File: config.mk
export PLATFORM = sky130hd
export DESIGN_NAME = hilo_muldiv
export DESIGN_NICKNAME = d
export VERILOG_FILES = /design/src/rtl/hilo_pkg.sv /design/src/rtl/hilo_mul.sv /design/src/rtl/hilo_div.sv /design/src/rtl/hilo_muldiv.sv
export SDC_FILE = /design/constraint.sdc
export NUM_CORES = 2
export LEC_CHECK = 0
export ABC_CLOCK_PERIOD_IN_PS = 14500
export BUFFER_PORTS_ARGS = -buffer_cell sky130_fd_sc_hd__buf_2
export CAP_MARGIN = 15
export CORE_MARGIN = 5
export CORE_UTILIZATION = 40
export CTS_BUF_LIST = sky130_fd_sc_hd__clkbuf_8
export DETAILED_ROUTE_END_ITERATION = 7
export PLACE_DENSITY_LB_ADDON = 0.3
export SYNTH_ARGS = -nofsm -noshare
export SYNTH_HDL_FRONTEND = slang
export SYNTH_SLANG_ARGS = --single-unit
File: constraint.sdc
create_clock -name clk -period 14.5 [get_ports clk]
set_clock_uncertainty 0.05 [all_clocks]
set_input_delay 1.45 -clock clk [delete_from_list [all_inputs] [get_ports clk]]
set_output_delay 1.45 -clock clk [all_outputs]
set_load 0.02 [all_outputs]
File: src/rtl/hilo_pkg.sv
package hilo_pkg;
    localparam int OPW = 3;

    typedef enum logic [OPW-1:0] {
        OP_MUL_S  = 3'd0,
        OP_MUL_U  = 3'd1,
        OP_MADD_S = 3'd2,
        OP_MADD_U = 3'd3,
        OP_MSUB_S = 3'd4,
        OP_MSUB_U = 3'd5,
        OP_DIV_S  = 3'd6,
        OP_DIV_U  = 3'd7
    } hilo_op_e;

    typedef enum logic [1:0] {
        ACC_NONE = 2'd0,
        ACC_ADD  = 2'd1,
        ACC_SUB  = 2'd2
    } acc_mode_e;

    typedef enum logic {
        ST_IDLE = 1'b0,
        ST_DIV  = 1'b1
    } hilo_state_e;

    function automatic logic op_is_div(input logic [OPW-1:0] code);
        return code[2] & code[1];
    endfunction

    function automatic logic op_is_signed(input logic [OPW-1:0] code);
        return ~code[0];
    endfunction
endpackage

File: src/rtl/hilo_mul.sv
module hilo_mul
    import hilo_pkg::*;
#(
    parameter int W = 32
) (
    input  logic [W-1:0]   a,
    input  logic [W-1:0]   b,
    input  logic           sgn,
    input  acc_mode_e      mode,
    input  logic [2*W-1:0] acc,
    output logic [2*W-1:0] res
);
    localparam int PW = 2 * W;

    logic [PW-1:0] a_ext;
    logic [PW-1:0] b_ext;
    logic [PW-1:0] prod;

    // Extend operands to full product width; truncated product is exact mod 2^PW.
    assign a_ext = {{W{sgn & a[W-1]}}, a};
    assign b_ext = {{W{sgn & b[W-1]}}, b};
    assign prod  = a_ext * b_ext;

    always_comb begin
        unique case (mode)
            ACC_ADD: res = acc + prod;
            ACC_SUB: res = acc - prod;
            default: res = prod;
        endcase
    end
endmodule

File: src/rtl/hilo_div.sv
module hilo_div #(
    parameter int W = 32
) (
    input  logic         clk,
    input  logic         rst_n,
    input  logic         load,
    input  logic         step,
    input  logic [W-1:0] dvd,
    input  logic [W-1:0] dvs,
    output logic [W-1:0] q_nxt,
    output logic [W-1:0] r_nxt
);
    logic [W-1:0] quo_q;
    logic [W-1:0] rem_q;
    logic [W-1:0] dvs_q;
    logic [W:0]   trial;
    logic [W:0]   diff;

    // One restoring iteration: shift in the next dividend bit, try a subtract.
    assign trial = {rem_q, quo_q[W-1]};
    assign diff  = trial - {1'b0, dvs_q};

    always_comb begin
        if (!diff[W]) begin
            r_nxt = diff[W-1:0];
            q_nxt = {quo_q[W-2:0], 1'b1};
        end else begin
            r_nxt = trial[W-1:0];
            q_nxt = {quo_q[W-2:0], 1'b0};
        end
    end

    always_ff @(posedge clk) begin
        if (!rst_n) begin
            quo_q <= '0;
            rem_q <= '0;
            dvs_q <= '0;
        end else if (load) begin
            quo_q <= dvd;
            rem_q <= '0;
            dvs_q <= dvs;
        end else if (step) begin
            quo_q <= q_nxt;
            rem_q <= r_nxt;
        end
    end
endmodule

File: src/rtl/hilo_muldiv.sv
module hilo_muldiv
    import hilo_pkg::*;
#(
    parameter int W = 32
) (
    input  logic           clk,
    input  logic           rst_n,
    input  logic           start,
    input  logic [OPW-1:0] op,
    input  logic [W-1:0]   a,
    input  logic [W-1:0]   b,
    output logic           busy,
    output logic           done,
    output logic [W-1:0]   hi,
    output logic [W-1:0]   lo,
    input  logic           hi_we,
    input  logic [W-1:0]   hi_wdata,
    input  logic           lo_we,
    input  logic [W-1:0]   lo_wdata
);
    localparam int CW = $clog2(W);
    localparam logic [CW-1:0] LAST_IT = CW'(W - 1);

    hilo_state_e state_q, state_d;
    logic [CW-1:0]  it_q;
    logic [W-1:0]   hi_q, lo_q;
    logic           done_q;
    logic           q_neg_q, r_neg_q;

    logic           accept, div_op, sgn, b_zero, div_go, last_it;
    acc_mode_e      mode;
    logic [2*W-1:0] mul_res;
    logic           a_neg, b_neg;
    logic [W-1:0]   a_mag, b_mag;
    logic [W-1:0]   q_nxt, r_nxt;

    assign accept  = start && (state_q == ST_IDLE);
    assign div_op  = op_is_div(op);
    assign sgn     = op_is_signed(op);
    assign b_zero  = (b == '0);
    assign div_go  = accept && div_op && !b_zero;
    assign last_it = (state_q == ST_DIV) && (it_q == LAST_IT);

    always_comb begin
        unique case (hilo_op_e'(op))
            OP_MADD_S, OP_MADD_U: mode = ACC_ADD;
            OP_MSUB_S, OP_MSUB_U: mode = ACC_SUB;
            default:              mode = ACC_NONE;
        endcase
    end

    hilo_mul #(.W(W)) u_mul (
        .a    (a),
        .b    (b),
        .sgn  (sgn),
        .mode (mode),
        .acc  ({hi_q, lo_q}),
        .res  (mul_res)
    );

    // Divide on magnitudes; signs restored on the final iteration.
    assign a_neg = sgn & a[W-1];
    assign b_neg = sgn & b[W-1];
    assign a_mag = a_neg ? (~a + 1'b1) : a;
    assign b_mag = b_neg ? (~b + 1'b1) : b;

    hilo_div #(.W(W)) u_div (
        .clk   (clk),
        .rst_n (rst_n),
        .load  (div_go),
        .step  (state_q == ST_DIV),
        .dvd   (a_mag),
        .dvs   (b_mag),
        .q_nxt (q_nxt),
        .r_nxt (r_nxt)
    );

    // Next-state logic: T_DIV_BEGIN and T_DIV_END.
    always_comb begin
        state_d = state_q;
        unique case (state_q)
            ST_IDLE: if (div_go)  state_d = ST_DIV;
            ST_DIV:  if (last_it) state_d = ST_IDLE;
            default: state_d = ST_IDLE;
        endcase
    end

    // State register.
    always_ff @(posedge clk) begin
        if (!rst_n) state_q <= ST_IDLE;
        else        state_q <= state_d;
    end

    // Outputs and datapath registers.
    always_ff @(posedge clk) begin
        if (!rst_n) begin
            hi_q    <= '0;
            lo_q    <= '0;
            done_q  <= 1'b0;
            it_q    <= '0;
            q_neg_q <= 1'b0;
            r_neg_q <= 1'b0;
        end else begin
            done_q <= (accept && (!div_op || b_zero)) || last_it;
            if (hi_we) hi_q <= hi_wdata;
            if (lo_we) lo_q <= lo_wdata;
            if (div_go) begin
                it_q    <= '0;
                q_neg_q <= a_neg ^ b_neg;
                r_neg_q <= a_neg;
            end else if (state_q == ST_DIV) begin
                it_q <= it_q + 1'b1;
            end
            if (accept && !div_op) begin
                hi_q <= mul_res[2*W-1:W];
                lo_q <= mul_res[W-1:0];
            end else if (last_it) begin
                lo_q <= q_neg_q ? (~q_nxt + 1'b1) : q_nxt;
                hi_q <= r_neg_q ? (~r_nxt + 1'b1) : r_nxt;
            end
        end
    end

    assign busy = (state_q == ST_DIV);
    assign done = done_q;
    assign hi   = hi_q;
    assign lo   = lo_q;
endmodule

; After elaboration in Yosys (flattened, before gate mapping)
; Index checks and enable logic that the tools add are counted.
[word_totals]
out_inout_bits = 66
word_cells = 73
reg_bits = 169
inputBits = 136
[classes]
mux = 19
n_bitwise = 11
n_mul = 1
n_reduce_logical = 17
n_eq_ne = 7
addsub = 8
[ops]
columns = operator, n
row1 = two-way mux 32 bit, 13
row2 = adder 32 x 1 -> 32 bit (second input constant), 4
row3 = NOT 32 bit, 4
row4 = one-hot mux 64 bit (2 select lines), 1
row5 = adder 64 bit, 1
row6 = multiplier 33 x 33 -> 64 bit, 1
row7 = subtractor 64 bit, 1
row8 = subtractor 33 x 32 -> 33 bit, 1
row9 = zero test 32 bit, 1
row10 = == test 3 x 2 -> 1 bit (second input constant), 2
row11 = == test 3 bit (second input constant), 2
row12 = logical AND 1 bit, 6
row13 = nonzero test 3 bit, 2
row14 = OR reduction 2 bit, 3
row15 = adder 5 x 1 -> 5 bit (second input constant), 1
row16 = == test 5 bit (second input constant), 1
row17 = one-hot mux 2 bit (2 select lines), 1
row18 = AND 1 bit, 3
row19 = two-way mux 1 bit, 3
row20 = NOT 1 bit, 3
row21 = == test 2 x 1 -> 1 bit (second input constant), 1
row22 = == test 2 bit (second input constant), 1
row23 = zero test 1 bit, 2
row24 = logical OR 1 bit, 2
row25 = 3 further kinds, 3

; Logic depth before layout (Yosys ltp)
[logic_depth]
depth_word = 7
ltp_mapped = 50
mapped_depth_nobuf = 45

; Modules after synthesis
; A second synthesis with hierarchy kept.
[unflattened]
hier_cells = 6709
area_unflattened_um2 = 56949.6
[by_module_without_submodules]
columns = mod, instances, area_per_inst_um2, seq_area_each_um2, cells_per_inst
row1 = hilo_mul, 1, 43798.3, 0.0, 5051
row2 = hilo_muldiv, 1, 6616.3, 1461.4, 883
row3 = hilo_div, 1, 6535.0, 1921.8, 775

; Worst setup path before layout
; No wires, ideal clock.
[synth_timing]
kind = input port to flip-flop
start = in a[31]
end = reg hi_q[31] (netlist: hi[31])
required_ns = 14.329
path_buffers = 5
setup_time_ns = 0.121
arrival_time_ns = 12.483
path_slack_ns = 1.847
stages = 42
cell_sequence = clkbuf_1 nor2b_1 clkbuf_1 clkbuf_1 clkbuf_1 nand2_1 inv_1 fa_1 fa_1 fa_1 inv_1 fa_1 inv_1 fa_1 fa_1 inv_1 fa_1 fa_1 [... 6 more ...] nor3_2 o41ai_1 a21oi_1 xnor2_2 nor4_1 nor2b_1 and2_2 a21oi_1 xnor2_1 ha_1 a21o_1 a21o_1 o41a_1 or4_1 o2111a_1 nand3_1 xnor2_1 o21ai_1
[synth_via]
elab_chain_len = 5
word_cells_on_any_way = 6
classes_between = 2 x add/sub / 1 x mul / 2 x mux / 1 x bitwise
[synth_lines]
columns = item, line_no
row1 = "start, declared", hilo_muldiv.sv:10  ; input logic [W-1:0] a,
row2 = AND 1 bit, hilo_mul.sv:20  ; assign a_ext = {{W{sgn & a[W-1]}}, a};
row3 = multiplier 33 x 33 -> 64 bit (*), hilo_mul.sv:22  ; assign prod = a_ext * b_ext;
row4 = subtractor 64 bit / adder 64 bit (equally long branches), "hilo_mul.sv:27, hilo_mul.sv:26"
row5 = one-hot mux 64 bit (2 select lines) (*), hilo_mul.sv:25  ; unique case (mode)
row6 = two-way mux 32 bit (*), hilo_muldiv.sv:114  ; if (accept && !div_op) begin
row7 = "end signal, assigned", hilo_muldiv.sv:105  ; if (hi_we) hi_q <= hi_wdata;
row8 = "end signal, assigned", hilo_muldiv.sv:115  ; hi_q <= mul_res[2*W-1:W];
row9 = "end signal, assigned", hilo_muldiv.sv:119  ; hi_q <= r_neg_q ? (~r_nxt + 1'b1) : r_nxt;
row10 = "end, declared", hilo_muldiv.sv:26  ; logic [W-1:0] hi_q, lo_q;
; Every way passes the cells marked *; elsewhere a longest branch is shown, timed or not.
; A chain may end at the register's enable or synchronous reset.

; Final worst setup path
[layout_timing]
start = in b[10]
end = reg hi_q[31] (netlist: hi[31])
[layout_via]
elab_chain_len = 4
word_cells_on_any_way = 5
classes_between = 2 x add/sub / 1 x mul / 2 x mux
[layout_lines]
columns = item, line_no
row1 = "start, declared", hilo_muldiv.sv:11  ; input logic [W-1:0] b,
row2 = multiplier 33 x 33 -> 64 bit (*), hilo_mul.sv:22
row3 = subtractor 64 bit / adder 64 bit (equally long branches), "hilo_mul.sv:27, hilo_mul.sv:26"
row4 = one-hot mux 64 bit (2 select lines) (*), hilo_mul.sv:25
row5 = two-way mux 32 bit (*), hilo_muldiv.sv:114
; Marked as above.

==> key figures <==
Outcome
  • Status: completed

Worst setup path
  • Slowest CP cell: fa_1
  • Crit path launch type: input pin
  • Crit. End Element: flip-flop
  • FF-to-FF setup slack: 7170 ps
  • CP Class: in -> reg
  • CP max FO: 17
  • Most frequent CP cell: fa_1
  • Worst-case reg-to-reg path depth: 25
  • Req. time, crit path: 14880 ps
  • WP data arrival: 14230 ps
  • Largest stage delay, worst path: 640 ps
  • Reg2reg start: u_div.quo_q[31]$_SDFFE_PN0P_
  • Worst R2R End: hi[30]$_SDFFE_PN0P_

Final layout
  • Share of cells above drive strength 1: 6.76%
  • Nets: 8323
  • Filler Cells Inserted: 14200
  • Synthesis-to-finish area growth: 5.46%

Drt
  • 1st-iter DRT viols: 3848
  • DRT Wirelength: 194000 um
  • Vias per cell: 5.54
  • Drt pass-1 iters: 5
  • DR WL/cell: 22.4 um
  • Vias: 47900
  • Drt drc: 0
  • Final ANT Viol Nets: 0

Die
  • Core Area: 0.142 sq mm
  • Rows: 138
  • DIE WIDTH: 388 um
  • Die H: 388 um
  • Initial core utilization: 40.3%
  • Total die area: 0.150 sq mm
  • Io pins: 202

Clock network
  • Worst-Skew Late Latency: 520 ps
  • Clock buffer depth: 2
  • Worst-path clk slew: 120 ps
  • Root Buffer: clkbuf_8
  • Postcts setup bufs: 0
  • Clock H-tree levels: 4
  • CTS tree: done
  • Quantity of gates resized following cts: 0
  • Hold-fix buffers, CTS: 0
  • CTS Buf Count: 17
  • TritonCTS Sinks: 169

Global route
  • Vias in the first global route: 50800
  • First-pass GRT wire length: 303000 um
  • Antenna violations before repair: 26
  • All-layer global routing usage: 25.8%
  • Largest net degree at the start of global routing: 73
  • Overflow after GRT: 0

STA
  • Rel. slew slack: 19.0%
  • Max Clk Rate: 0.0722 GHz
  • Max-slew violation total from the final report: 0
  • Final min period: 13860 ps
  • Fin crit share: 95.6%
  • Final Setup Violations: 0
  • Final setup TNS: 0 ps
  • Worst-Margin Slew: 1210 ps
  • RSZ-0062 raised after global routing: no
  • Hold Vio Cnt, Final: 0

Yosys
  • Yosys warnings: 0
  • Net count after synthesis: 8414
  • Synth Instances: 6835
  • Post-synth EDFFs: 0
  • Synth cell types: 112
  • Synthesized flop and latch total: 169
  • Synth top area cells: fa_1 (40%), inv_1 (7.9%), ha_1 (6.9%), nand2_1 (6.6%), dfxtp_1 (5.9%)
  • Ys async rst share: 0%
  • Yosys top cell by area: fa_1
  • Most instantiated library cell after synthesis: inv_1
  • Post-synth top cells: inv_1 (1196), fa_1 (1127), nand2_1 (999)
  • Sequential share of the synthesized area: 5.93%
  • Main flop type after synthesis: dfxtp_1
  • Mean area per synthesized cell: 8.35 sq um
  • Post-synthesis cell area: 0.0571 sq mm
  • Post-synth top area share: 39.5%

Placed design
  • Hpwl dp: 158000 um
  • Routability cong.: 0.970
  • PortBufs: 201

Worst hold path
  • Hold-critical path endpoint: hi[12]$_SDFFE_PN0P_
  • Hold Startpoint: hi[12]$_SDFFE_PN0P_
  • Worst Hold Class: reg -> reg
  • Hold path depth: 2

Run
  • # Max-Cap Violations: 0
## logic make-up (layout without fill, tap and decap cells)
group / Yosys count / in the layout / share of synthesized area, %
compound gates: 1055 / 1055 / 12.4
xor+xnor: 331 / 331 / 5.09
fa+ha+maj: 1443 / 1443 / 46.5
buf+inv: 1636 / 1558 / 10.9
flops: 169 / 169 / 5.93
mux: 81 / 81 / 1.45
other cells: 0 / 10 / 0
simple gates: 2120 / 2120 / 17.7
## how the worst max path moves through the flow
stage               start  slack, ps             endpoint
finish              b[10]        640  hi[31]$_SDFFE_PN0P_
global route        a[20]         20  hi[31]$_SDFFE_PN0P_
CTS                  b[3]        850  hi[31]$_SDFFE_PN0P_
detailed placement   b[3]        290  hi[31]$_SDFFE_PN0P_
global placement     b[3]        380  hi[31]$_SDFFE_PN0P_
floorplan           a[31]       1850  hi[31]$_SDFFE_PN0P_
## layer usage
metal	track usage, %	share of wire, %	vias up
met5	0	0.075	-
met1	36.1	43	24300
met2	40.5	44	1988
met4	8.76	3.8	22
met3	4.58	8.8	357
li1	-	-	21300
## worst max-delay path, delay by kind of cell
kind	cells	cell delay [ps]
xor+xnor	3	590
buf+inv	7	1140
simple gates	7	2230
fa+ha+maj	10	4950
compound gates	16	3870
## sequential cells by signal (all words and copies together), names as in the netlist
name,cells
lo,32
u_div.quo_q,32
u_div.dvs_q,32
done,1
hi,32
u_div.rem_q,32
it_q,5
r_neg_q,1
busy,1
q_neg_q,1
## metrics by stage
stage | setup WS (ps) | area, sq um | utilization [%] | hold slack [ps] | instances
after floorplan | 1850 | 57100 | - | 391 | 6835
after global placement | 381 | 59800 | 42.2 | 409 | 8615
after detailed placement | 285 | 59800 | 42.2 | 428 | 8615
after CTS | 850 | 60100 | 42.5 | 442 | 8647
after global routing | 15.9 | 60200 | 42.5 | 472 | 8649
final | 645 | 60200 | 42.5 | 442 | 8657
## final cells by class
cell class / instances / area (sq um) / share of cell area [%]
Antenna cell: 10 / 25.0 / 0.0416
Inverter: 1197 / 4490 / 7.47
Clock buffer: 20 / 275 / 0.457
Sequential cell: 169 / 3390 / 5.63
Timing Repair Buffer: 329 / 1990 / 3.31
Clock inverter: 12 / 114 / 0.189
Tap cell: 1890 / 2360 / 3.93
Multi-Input combinational cell: 5030 / 47500 / 79.0
## layout by cell type (no fill, tap or decap), types with 131 or more instances in the layout
cell type and count:
xnor2_1 199, a21oi_1 291, ha_1 315, and2_1 385, buf_2 195, o21ai_0 179
nor2_1 289, dfxtp_1 168, nand2_1 998, inv_1 1196, fa_1 1126, xor2_1 131
Power is left out: the tool's default activity adds up to more than one toggle a clock period on the data nets, which glitch-free logic cannot reach.
